--- config.mk ---
export PLATFORM = sky130hd
export DESIGN_NAME = pio_strobe_gen
export DESIGN_NICKNAME = d
export VERILOG_FILES = /design/src/rtl/pio_strobe_gen.sv
export SDC_FILE = /design/constraint.sdc
export NUM_CORES = 1
export LEC_CHECK = 0
export CAP_MARGIN = 0
export CORE_MARGIN = 2
export CORE_UTILIZATION = 46
export CTS_CLUSTER_DIAMETER = 120
export CTS_CLUSTER_SIZE = 10
export DETAILED_ROUTE_END_ITERATION = 7
export GPL_TIMING_DRIVEN = 0
export PLACE_DENSITY = 0.88
export SLEW_MARGIN = 10
export SYNTH_ARGS = -nofsm -noshare
export SYNTH_HDL_FRONTEND = slang
export SYNTH_SLANG_ARGS = --single-unit
--- constraint.sdc ---
create_clock -name clk -period 4.4 [get_ports clk]
set_input_delay 0.44 -clock clk [delete_from_list [all_inputs] [get_ports clk]]
set_output_delay 0.44 -clock clk [all_outputs]
set_load 0.005 [all_outputs]
--- src/rtl/pio_strobe_gen.sv ---
module pio_strobe_gen #(
  parameter int DW = 16,
  parameter int AW = 3
) (
  input  logic          clk,
  input  logic          rst_n,
  input  logic          rev_late,
  input  logic [7:0]    at_d0,
  input  logic [7:0]    at_d1,
  input  logic [7:0]    at_d23,
  input  logic [7:0]    rw_d0,
  input  logic [7:0]    rw_d1,
  input  logic [7:0]    rw_d23,
  input  logic          req,
  input  logic          req_wr,
  input  logic [1:0]    req_drv,
  input  logic [AW-1:0] req_addr,
  input  logic [DW-1:0] req_wdata,
  input  logic [DW-1:0] ide_din,
  output logic          busy,
  output logic [3:0]    cs_drv,
  output logic [AW-1:0] ide_addr,
  output logic          rd_stb,
  output logic          wr_stb,
  output logic [DW-1:0] ide_dout,
  output logic [DW-1:0] rd_data,
  output logic          rd_valid
);

  typedef enum logic [1:0] {PH_IDLE, PH_SETUP, PH_ACT, PH_REC} phase_t;

  phase_t          ph;
  logic [4:0]      cnt;
  logic [4:0]      act_len, rec_len;
  logic [1:0]      drv_q;
  logic            wr_q;
  logic [AW-1:0]   addr_q;
  logic [DW-1:0]   wdata_q;

  logic [7:0] at_sel, rw_sel;
  logic [4:0] s_eff, a_eff, r_base, r_eff;
  logic       take, on_bus;

  assign at_sel = (req_drv == 2'd0) ? at_d0 : (req_drv == 2'd1) ? at_d1 : at_d23;
  assign rw_sel = (req_drv == 2'd0) ? rw_d0 : (req_drv == 2'd1) ? rw_d1 : rw_d23;

  always_comb begin
    unique case (at_sel[7:6])
      2'b00:   s_eff = 5'd4;
      2'b10:   s_eff = 5'd3;
      2'b01:   s_eff = 5'd2;
      default: s_eff = 5'd5;
    endcase
  end

  always_comb begin
    if (rw_sel[7:4] == 4'd0)      a_eff = 5'd16;
    else if (rw_sel[7:4] == 4'd1) a_eff = 5'd2;
    else                          a_eff = {1'b0, rw_sel[7:4]};
    if (rw_sel[3:0] == 4'd0)                      r_base = 5'd16;
    else if (rw_sel[3:0] == 4'd1 && a_eff > 5'd3) r_base = 5'd2;
    else                                          r_base = {1'b0, rw_sel[3:0]};
    r_eff = r_base + {4'd0, rev_late};
  end

  assign take   = req && (ph == PH_IDLE);
  assign on_bus = (ph == PH_SETUP) || (ph == PH_ACT);

  always_ff @(posedge clk or negedge rst_n) begin
    if (!rst_n) begin
      ph       <= PH_IDLE;
      cnt      <= '0;
      act_len  <= '0;
      rec_len  <= '0;
      drv_q    <= '0;
      wr_q     <= 1'b0;
      addr_q   <= '0;
      wdata_q  <= '0;
      rd_data  <= '0;
      rd_valid <= 1'b0;
    end else begin
      rd_valid <= 1'b0;
      unique case (ph)
        PH_IDLE: if (take) begin
          ph      <= PH_SETUP;
          cnt     <= s_eff - 5'd1;
          act_len <= a_eff;
          rec_len <= r_eff;
          drv_q   <= req_drv;
          wr_q    <= req_wr;
          addr_q  <= req_addr;
          wdata_q <= req_wdata;
        end
        PH_SETUP: if (cnt == 5'd0) begin
          ph  <= PH_ACT;
          cnt <= act_len - 5'd1;
        end else cnt <= cnt - 5'd1;
        PH_ACT: if (cnt == 5'd0) begin
          ph  <= PH_REC;
          cnt <= rec_len - 5'd1;
          if (!wr_q) begin
            rd_data  <= ide_din;
            rd_valid <= 1'b1;
          end
        end else cnt <= cnt - 5'd1;
        default: if (cnt == 5'd0) ph <= PH_IDLE;
                 else cnt <= cnt - 5'd1;
      endcase
    end
  end

  assign busy     = (ph != PH_IDLE);
  assign cs_drv   = on_bus ? (4'b0001 << drv_q) : 4'b0000;
  assign ide_addr = on_bus ? addr_q : '0;
  assign rd_stb   = (ph == PH_ACT) && !wr_q;
  assign wr_stb   = (ph == PH_ACT) && wr_q;
  assign ide_dout = wdata_q;

  AST_ONE_STROBE:    assert property (@(posedge clk) disable iff (!rst_n) !(rd_stb && wr_stb));
  AST_CS_ONEHOT0:    assert property (@(posedge clk) disable iff (!rst_n) $onehot0(cs_drv));
  AST_STB_HAS_CS:    assert property (@(posedge clk) disable iff (!rst_n) (rd_stb || wr_stb) |-> $countones(cs_drv) == 1);
  AST_STB_IN_BUSY:   assert property (@(posedge clk) disable iff (!rst_n) (rd_stb || wr_stb || cs_drv != 4'd0) |-> busy);
  AST_ACT_MIN_TWO:   assert property (@(posedge clk) disable iff (!rst_n) $rose(rd_stb || wr_stb) |=> (rd_stb || wr_stb));
  AST_VALID_PULSE:   assert property (@(posedge clk) disable iff (!rst_n) rd_valid |=> !rd_valid);
  AST_VALID_AFTER:   assert property (@(posedge clk) disable iff (!rst_n) rd_valid |-> $past(rd_stb) && !rd_stb);
  AST_HOLD_TARGET:   assert property (@(posedge clk) disable iff (!rst_n) (busy && $past(busy)) |-> $stable(drv_q) && $stable(wr_q));

endmodule

==> run summary, run 1 <==
Worst Setup Path Type: input port to register
Worst-path clk slew: 0.10 ns
Core Footprint: 0.00639 sq mm
Die outline width: 85.4 um
Clock share of power: 11.0%
Sw power: 0.000895 W
Top_reg_cell synth: dfrtp_1
Register share of total power: 35.6%
Power Density: 594 mW/mm^2
Total routed wirelength: 7090 um
Fin area: 0.00439 sq mm
CTS Hold Bufs: 0
Startpoint Class: input port
Seq/Total Area, Yosys: 46.0%
Post-CTS setup buffer count: 0
Nets: 489
Reg2Reg Setup Slack: 2.41 ns
Slew margin rel.: 66.5%
Post-synthesis cell count: 264
Antenna violations before repair: 0
Post-DRT Antenna Nets: 0
Final TNS setup: 0 ns
Switching part of the total: 34.3%
Area grow syn2layout: 44.1%
Hold/Removal Path Class: input port to async pin
TritonRoute pass-1 iters: 4
Internal cell power: 0.00171 W
Drt wl/cell: 15.3 um
Combinational share of power: 53.4%
DR vias: 2,446
# DRC: 0
Required @ worst endpoint: 4.58 ns
Worst path arrival time: 2.92 ns
Dpl cell area: 0.00430 sq mm
First-pass GRT wire length: 12,100 um
Status: finished clean
Syn Nets: 367
Root Driver: clkbuf_8
Layout cells sized above 1: 18.3%
Fin. max-slew vios: 0
Final Hold Fails: 0
Number of synthesized flops with an enable pin: 0
Post-Syn Area: 0.00305 sq mm
Die area: 0.00729 sq mm
Unique cell type count in the Yosys netlist: 51
Max Root-Sink Buffers: 2
Final setup violation count: 0
Async set-reset flop share out of synthesis: 100%
#FFs+latches synth: 56
Setup Skew: 0.00584 ns
Worst slew pin tran: 0.503 ns
Die H: 85.4 um
Initial drt markers: 87
Syn. warnings: 0
Via density: 5.27
FP Rows: 29
Fin crit period: 2.73 ns
Setup crit end kind: register
DP HPWL: 5620 um
Post-CTS Resized: 0
Largest net degree at the start of global routing: 37
H-tree lvl count: 2
Max Freq: 0.366 GHz
Total of max-cap violations: 0
I/O pin total: 133
Total global routing overflow: 0
Mean Syn Cell Area: 11.5 sq um
Ant. Diodes: 0
Clk Latency, worst-skew pair: 0.31 ns
Gpl congestion: 0.894
IO buf count: 114
Initial Utilization: 47.7%
Worst IR Drop VDD: 0.390 mV
Vias in the first global route: 2,678
Fin crit share: 62.1%
CTS tree: done
CP max FO: 10
Total CTS buffers: 5
Leak: 1.89 nW
Global-route usage over all layers: 20.7%
RSZ-0062 raised after global routing: false
Clock sinks: 56
==> metrics by stage <==
| step | instances | power (W) | setup WS, ns | hold WS (ns) | util (%) |
|---|---|---|---|---|---|
| after global placement | 455 | 0.00227 | 1.16 | 0.479 | 67.1 |
| after floorplan | 264 | 0.00168 | 2.10 | 0.144 | - |
| after detailed placement | 456 | 0.00233 | 1.34 | 0.438 | 67.3 |
| after CTS | 464 | 0.00262 | 1.68 | 0.0975 | 68.7 |
| final | 464 | 0.00261 | 1.67 | 0.0808 | 68.7 |
| after global routing | 464 | 0.00280 | 1.57 | 0.114 | 68.7 |
==> layer usage <==
layer	vias up	track usage [%]	share of wire, %
met5	-	0	0
met4	0	6.64	1.9
met3	14	5.84	6.3
met2	74	37.8	52
met1	1182	23.3	40
li1	1176	-	-
==> cell families (layout without fill, tap and decap cells) <==
kind of cell / count (synthesis) / after routing / share of synthesized area, %
xor gates and xnor gates: 9 / 9 / 2.59
AOI/OAI and AO/OA: 49 / 49 / 10.7
buffers and inverters: 26 / 149 / 4.35
muxes: 56 / 56 / 20.8
adders and majority gates: 13 / 13 / 5.34
DFF: 56 / 56 / 46.0
and+or+nand+nor: 55 / 55 / 10.2
==> registers in the layout, indices dropped and copies added, names as in the netlist <==
name	cells
rec_len	5
drv_q	2
ide_dout	16
addr_q	3
wr_q	1
act_len	5
ph	2
cnt	5
rd_data	16
rd_valid	1
==> cells in the mapped netlist, types with 3 or more instances <==
master | n | area, sq um
o21ai_0 | 12 | 60.1
buf_2 | 4 | 20.0
ha_1 | 13 | 163
nor3_1 | 7 | 35.0
dfrtp_1 | 56 | 1400
inv_1 | 14 | 52.6
nor2_1 | 8 | 30.0
mux2i_1 | 10 | 100
nand2_1 | 19 | 71.3
o21a_1 | 3 | 22.5
o22ai_1 | 4 | 25.0
mux2_2 | 42 | 473
o21ai_1 | 3 | 15.0
xnor2_1 | 7 | 61.3
and2_1 | 4 | 25.0
buf_6 | 4 | 45.0
a21oi_1 | 9 | 45.0
nor3b_1 | 3 | 22.5
==> cell usage in the layout (no fill, tap or decap), types with 8 or more instances in the layout <==
master / instances
nor2_1: 8
ha_1: 13
mux2i_1: 10
dfrtp_1: 56
nand2_1: 19
o21ai_0: 12
a21oi_1: 9
mux2_2: 42
inv_1: 14
clkdlybuf4s50_1: 113
==> cell type report <==
class | instances | area [sq um]
Sequential cell | 56 | 1400
Fill cell | 468 | 2000
Clock inverter | 3 | 21.3
Multi-Input combinational cell | 182 | 1510
Clock buffer | 5 | 68.8
Buffer | 11 | 76.3
Tap cell | 77 | 96.3
Inverter | 15 | 56.3
Timing Repair Buffer | 115 | 1160
==> power by group through the flow <==
stage / clock (W) / combinational [W] / sequential, W
after global placement: 0 / 0.00135 / 0.000919
after detailed placement: 0 / 0.00139 / 0.000940
after global routing: 0.000314 / 0.00152 / 0.000970
after CTS: 0.000293 / 0.00140 / 0.000929
final: 0.000286 / 0.00139 / 0.000928
after floorplan: 0 / 0.000756 / 0.000922
==> worst max-delay path, stage by stage <==
cell,delay [ns]
clkdlybuf4s50_1,0.50
buf_6,0.17
mux2_4,0.30
mux2i_1,0.23
nor2b_2,0.24
o21a_1,0.15
a21oi_2,0.06
ha_1,0.20
ha_1,0.20
and3b_1,0.18
a31oi_1,0.14
o21ai_0,0.09
==> path summary, 6_finish.rpt <==
check,from,to,depth (start not counted)
setup / recovery,req_drv[0],rec_len[4],12
hold / removal,rst_n,act_len[4],1
setup reg to reg,cnt[0],ph[1],7
hold reg to reg,addr_q[0],addr_q[0],1
max in group asynchronous,rst_n,cnt[2],2
min in group clk,addr_q[0],addr_q[0],1
(Power assumes the default switching activity.)
==> run 2, diff against run 1 <==
--- a/config.mk
+++ b/config.mk
@@ -7,12 +7,12 @@
 export LEC_CHECK = 0
 export CAP_MARGIN = 0
 export CORE_MARGIN = 2
-export CORE_UTILIZATION = 46
+export CORE_UTILIZATION = 42
 export CTS_CLUSTER_DIAMETER = 120
 export CTS_CLUSTER_SIZE = 10
 export DETAILED_ROUTE_END_ITERATION = 7
 export GPL_TIMING_DRIVEN = 0
-export PLACE_DENSITY = 0.88
+export PLACE_DENSITY = 0.81
 export SLEW_MARGIN = 10
 export SYNTH_ARGS = -nofsm -noshare
 export SYNTH_HDL_FRONTEND = slang
==> constraint.sdc (replaced) <==
create_clock -name clk -period 2.8 [get_ports clk]
set_input_delay 0.28 -clock clk [delete_from_list [all_inputs] [get_ports clk]]
set_output_delay 0.28 -clock clk [all_outputs]
set_load 0.005 [all_outputs]
==> run summary, run 2 (synthesized netlist as in run 1, its figures left out) <==
Status: finished with violations (was finished clean)
Failing checks: negative hold slack
Clock sinks: 56 (unchanged)
Final TNS setup: 0 ns (unchanged)
Register area: 0.00140 sq mm (unchanged)
Power Density: 933 mW/mm^2 (was 594 mW/mm^2)
Setup crit end kind: register (unchanged)
Total global routing overflow: 0 (unchanged)
CTS Hold Bufs: 0 (unchanged)
CP max FO: 10 (unchanged)
Vias in the first global route: 2,408 (was 2,678)
Largest net degree at the start of global routing: 31 (was 37)
Max Root-Sink Buffers: 2 (unchanged)
Global-route usage over all layers: 17.9% (was 20.7%)
Hold/Removal Path Class: input port to async pin (unchanged)
First-pass GRT wire length: 11,100 um (was 12,100 um)
Reg2Reg Setup Slack: 0.85 ns (was 2.41 ns)
Post-CTS setup buffer count: 0 (unchanged)
Root Driver: clkbuf_8 (unchanged)
Fillers: 600 (was 468)
Total CTS buffers: 5 (unchanged)
Max Freq: 0.379 GHz
Fin area: 0.00442 sq mm (was 0.00439 sq mm)
DP HPWL: 5670 um (was 5620 um)
Gpl congestion: 0.812 (was 0.894)
Post-DRT Antenna Nets: 0 (unchanged)
Required @ worst endpoint: 2.97 ns (was 4.58 ns)
Via density: 5.04 (was 5.27)
Multi-input logic area: 0.00151 sq mm (unchanged)
FP Rows: 31 (was 29)
Initial drt markers: 80 (was 87)
CTS tree: done (unchanged)
Post-Place Cells: 478 (was 456)
Leak: 1.90 nW (was 1.89 nW)
Most frequent cells in the layout: 113 x clkdlybuf4s50_1, 56 x dfrtp_1, 42 x mux2_2 (unchanged)
Buf/Inv on CP: 2 (unchanged)
Most common cell after layout, fill and taps aside: clkdlybuf4s50_1 (unchanged)
Die H: 89.2 um (was 85.4 um)
Worst path arrival time: 2.81 ns (was 2.92 ns)
Most used cell along the critical path: ha_1 (unchanged)
RSZ-0062 raised after global routing: false (unchanged)
Critical-path cell with the highest stage delay: clkdlybuf4s50_1 (unchanged)
Worst slew pin tran: 0.633 ns (was 0.503 ns)
# DRC: 0 (unchanged)
Dpl cell area: 0.00433 sq mm (was 0.00430 sq mm)
CP delay by family, top: buffers and inverters (unchanged)
TritonRoute pass-1 iters: 4 (unchanged)
Setup Skew: 0.00852 ns (was 0.00584 ns)
Layout cells sized above 1: 17.9% (was 18.3%)
Ant. Diodes: 0 (unchanged)
Worst hold slack: -0.0158 ns (was 0.0808 ns)
Final setup violation count: 0 (unchanged)
IO buf count: 114 (unchanged)
Startpoint Class: input port (unchanged)
Area grow syn2layout: 45.3% (was 44.1%)
Post-Layout Cell Count: 484 (was 464)
Total routed wirelength: 6910 um (was 7090 um)
H-tree lvl count: 2 (unchanged)
Die area: 0.00795 sq mm (was 0.00729 sq mm)
Final core utilization: 62.0% (was 68.7%)
Crit path cell chain: clkdlybuf4s50_1, buf_6, mux2_4, mux2i_1, nor2b_2, o21a_1, a21oi_2, ha_1, ha_1, and3b_1, a31oi_1, o21ai_0 (unchanged)
Slew margin rel.: 57.8% (was 66.5%)
Final Hold Fails: 15 (was 0)
Worst IR Drop VDD: 0.645 mV (was 0.390 mV)
I/O pin total: 133 (unchanged)
DR vias: 2,441 (was 2,446)
Initial Utilization: 42.7% (was 47.7%)
Drt wl/cell: 14.3 um (was 15.3 um)
Clk Latency, worst-skew pair: 0.30 ns (was 0.31 ns)
Fin. max-slew vios: 0 (unchanged)
Post-CTS Resized: 0 (unchanged)
Die outline width: 89.2 um (was 85.4 um)
CP max stage delay: 0.51 ns (was 0.50 ns)
Antenna violations before repair: 0 (unchanged)
Core Footprint: 0.00714 sq mm (was 0.00639 sq mm)
Worst-path clk slew: 0.10 ns (about the same)
Fin crit period: 2.64 ns
Worst Setup Path Type: input port to register (unchanged)
Nets: 489 (unchanged)
Fin crit share: 94.2%
Total of max-cap violations: 0 (unchanged)
[run 2: metal layers]
metal | track usage [%] | vias up | share of wire, %
li1 | - | 1180 | -
met1 | 21.0 | 1186 | 38
met3 | 4.34 | 8 | 6.0
met4 | 4.07 | 0 | 0.85
met5 | 0 | - | 0
met2 | 32.9 | 67 | 55
[run 2: metrics by stage]
step	setup slack, ns	total power [W]	hold slack (ns)
after floorplan	0.662	0.00264	-0.0156
after global placement	-0.266	0.00356	0.480
after detailed placement	-0.158	0.00367	0.340
after CTS	0.166	0.00418	0.00351
after global routing	0.0236	0.00446	0.0399
final	0.162	0.00413	-0.0158
[run 2: path summary, 6_finish.rpt]
check / startpoint / to / depth (start not counted)
worst max-delay path: req_drv[0] / rec_len[4] / 12
worst min-delay path: rst_n / cnt[1] / 1
worst max register to register: ph[0] / rd_data[7] / 7
worst min register to register: ide_dout[6] / ide_dout[6] / 1
max in group asynchronous: rst_n / ide_dout[10] / 2
min in group clk: ide_dout[6] / ide_dout[6] / 1
[run 2: worst reg2reg max path, stage by stage, from the launching register on]
cell	delay, ns
dfrtp_1	0.43
inv_1	0.10
ha_1	0.28
inv_1	0.14
nor2_1	0.23
nand2_2	0.19
buf_6	0.19
mux2_2	0.28
[run 2: layout make-up]
| cell class | count | area share (%) |
|---|---|---|
| multi-input combinational | 182 | 34.2 |
| clock inverter | 1 | 0.679 |
| inverter | 15 | 1.27 |
| timing repair buffer | 115 | 26.1 |
| buffer | 11 | 1.73 |
| sequential | 56 | 31.7 |
| clock buffer | 5 | 1.56 |
| tap | 99 | 2.80 |
[run 2: report_power, final]
group / switching, W / total [W] / internal [W]
logic: 0.000862 / 0.00217 / 0.00131
clock network: 0.000244 / 0.000501 / 0.000257
registers: 0.000254 / 0.00146 / 0.00120
==> run 3, diff against run 2 <==
--- a/config.mk
+++ b/config.mk
@@ -13,7 +13,7 @@
 export DETAILED_ROUTE_END_ITERATION = 7
 export GPL_TIMING_DRIVEN = 0
 export PLACE_DENSITY = 0.81
-export SLEW_MARGIN = 10
+export SLEW_MARGIN = 20
 export SYNTH_ARGS = -nofsm -noshare
 export SYNTH_HDL_FRONTEND = slang
 export SYNTH_SLANG_ARGS = --single-unit
==> run summary, run 3 (synthesized netlist as in run 1, its figures left out) <==
Die H: 89.2 um (unchanged)
Post-Place Cells: 477 (was 478)
Total routed wirelength: 6980 um (was 6910 um)
Reg2Reg Setup Slack: 0.83 ns (was 0.85 ns)
Pwr Total: 0.00409 W (was 0.00413 W)
Die outline width: 89.2 um (unchanged)
FP Rows: 31 (unchanged)
Post-DRT Antenna Nets: 0 (unchanged)
Total global routing overflow: 0 (unchanged)
Gpl congestion: 0.812 (unchanged)
# DRC: 0 (unchanged)
First-pass GRT wire length: 11,200 um (was 11,100 um)
Max Freq: 0.384 GHz (was 0.379 GHz)
Fillers: 609 (was 600)
DP HPWL: 5540 um (was 5670 um)
Area grow syn2layout: 44.5% (was 45.3%)
H-tree lvl count: 2 (unchanged)
Post-CTS Resized: 0 (unchanged)
Setup crit end kind: register (unchanged)
Final TNS setup: 0 ns (unchanged)
Place WS: -0.150 ns (was -0.158 ns)
Fin crit period: 2.60 ns (was 2.64 ns)
Via density: 5.04 (about the same)
Clk Latency, worst-skew pair: 0.31 ns (was 0.30 ns)
Setup Skew: 0.00461 ns (was 0.00852 ns)
CTS Hold Bufs: 0 (unchanged)
Clock sinks: 56 (unchanged)
Vias in the first global route: 2,460 (was 2,408)
Initial Utilization: 42.7% (unchanged)
RSZ-0062 raised after global routing: false (unchanged)
Slew margin rel.: 52.6% (was 57.8%)
Worst hold slack: 0.00739 ns (was -0.0158 ns)
Total CTS buffers: 5 (unchanged)
Fin. max-slew vios: 0 (unchanged)
Worst path arrival time: 2.78 ns (was 2.81 ns)
IO buf count: 114 (unchanged)
Hold/Removal Path Class: input port to async pin (unchanged)
Layout cells sized above 1: 17.9% (about the same)
Max Root-Sink Buffers: 2 (unchanged)
Worst IR Drop VDD: 0.639 mV (was 0.645 mV)
Post-Layout Cell Count: 485 (was 484)
Required @ worst endpoint: 2.98 ns (was 2.97 ns)
Worst slew pin tran: 0.711 ns (was 0.633 ns)
Post-CTS setup buffer count: 0 (unchanged)
Most common cell after layout, fill and taps aside: clkdlybuf4s50_1 (unchanged)
CTS tree: done (unchanged)
Root Driver: clkbuf_8 (unchanged)
Final setup violation count: 0 (unchanged)
Startpoint Class: input port (unchanged)
Total of max-cap violations: 0 (unchanged)
I/O pin total: 133 (unchanged)
TritonRoute pass-1 iters: 4 (unchanged)
Setup slack after layout: 0.195 ns (was 0.162 ns)
Most frequent cells in the layout: 113 x clkdlybuf4s50_1, 56 x dfrtp_1, 42 x mux2_2 (unchanged)
Worst Setup Path Type: input port to register (unchanged)
Largest net degree at the start of global routing: 57 (was 31)
Drt wl/cell: 14.4 um (was 14.3 um)
Leak: 1.88 nW (was 1.90 nW)
Worst-path clk slew: 0.10 ns (about the same)
Initial drt markers: 148 (was 80)
Status: finished clean (was finished with violations)
Global-route usage over all layers: 18.1% (was 17.9%)
Ant. Diodes: 0 (unchanged)
Fin crit share: 93.0% (was 94.2%)
Final Hold Fails: 0 (was 15)
CP max FO: 10 (unchanged)
Core Footprint: 0.00714 sq mm (unchanged)
Antenna violations before repair: 0 (unchanged)
Power Density: 929 mW/mm^2 (was 933 mW/mm^2)
DR vias: 2,445 (was 2,441)
Nets: 488 (was 489)
Die area: 0.00795 sq mm (unchanged)
## run 3: cell count changes in the layout (fill, tap and decap cells not counted)
cell	delta
buf_12	-1
buf_2	-1
buf_4	+1
bufinv_16	-1
clkbuf_1	+1
clkbuf_8	+1
clkinvlp_4	+1
## run 3: layout make-up
| cell class | count | area [sq um] | share of cell area, % |
|---|---|---|---|
| Tap cell | 99 | 124 | 2.81 |
| Sequential cell | 56 | 1400 | 31.8 |
| Timing Repair Buffer | 114 | 1140 | 25.9 |
| Clock buffer | 7 | 86.3 | 1.96 |
| Inverter | 15 | 56.3 | 1.28 |
| Buffer | 11 | 76.3 | 1.73 |
| Clock inverter | 1 | 7.51 | 0.171 |
| Multi-Input combinational cell | 182 | 1510 | 34.3 |
## run 3: per-stage QoR
stage / utilization (%) / instance area [sq um]
6_report: 61.7 / 4400
5_1_grt: 61.7 / 4400
4_1_cts: 61.7 / 4400
3_5_place_dp: 60.4 / 4310
3_3_place_gp: 60.4 / 4310
2_1_floorplan: - / 3050
## run 3: report_power, final
part           switching [W]  leakage (nW)  internal, W
clock network       0.000257        0.0445     0.000202
registers           0.000257         0.675      0.00120
logic               0.000864          1.16      0.00130
total                0.00138          1.88      0.00271
## run 3: path summary, 6_finish.rpt
kind,depth (start not counted),end,start
max reg2reg,7,rd_data[7],ph[0]
max,12,rec_len[4],req_drv[0]
min reg2reg,1,ide_dout[6],ide_dout[6]
min,1,cnt[1],rst_n
max in group asynchronous,1,ide_dout[14],rst_n
min in group clk,1,ide_dout[6],ide_dout[6]
## run 3: layer usage
metal,vias up,GRT usage (%),wire length (um)
li1,1176,-,-
met1,1203,21.3,2740
met2,57,32.7,3810
met3,9,4.43,349
met4,0,4.88,80
met5,-,0,0
## run 3: critical path, stage by stage
cell and delay, ns:
clkdlybuf4s50_1 0.51, buf_6 0.18, mux2_4 0.31, mux2i_1 0.23, nor2b_2 0.26, o21a_1 0.15
a21oi_2 0.05, ha_1 0.20, ha_1 0.20, and3b_1 0.18, a31oi_1 0.15, o21ai_0 0.09
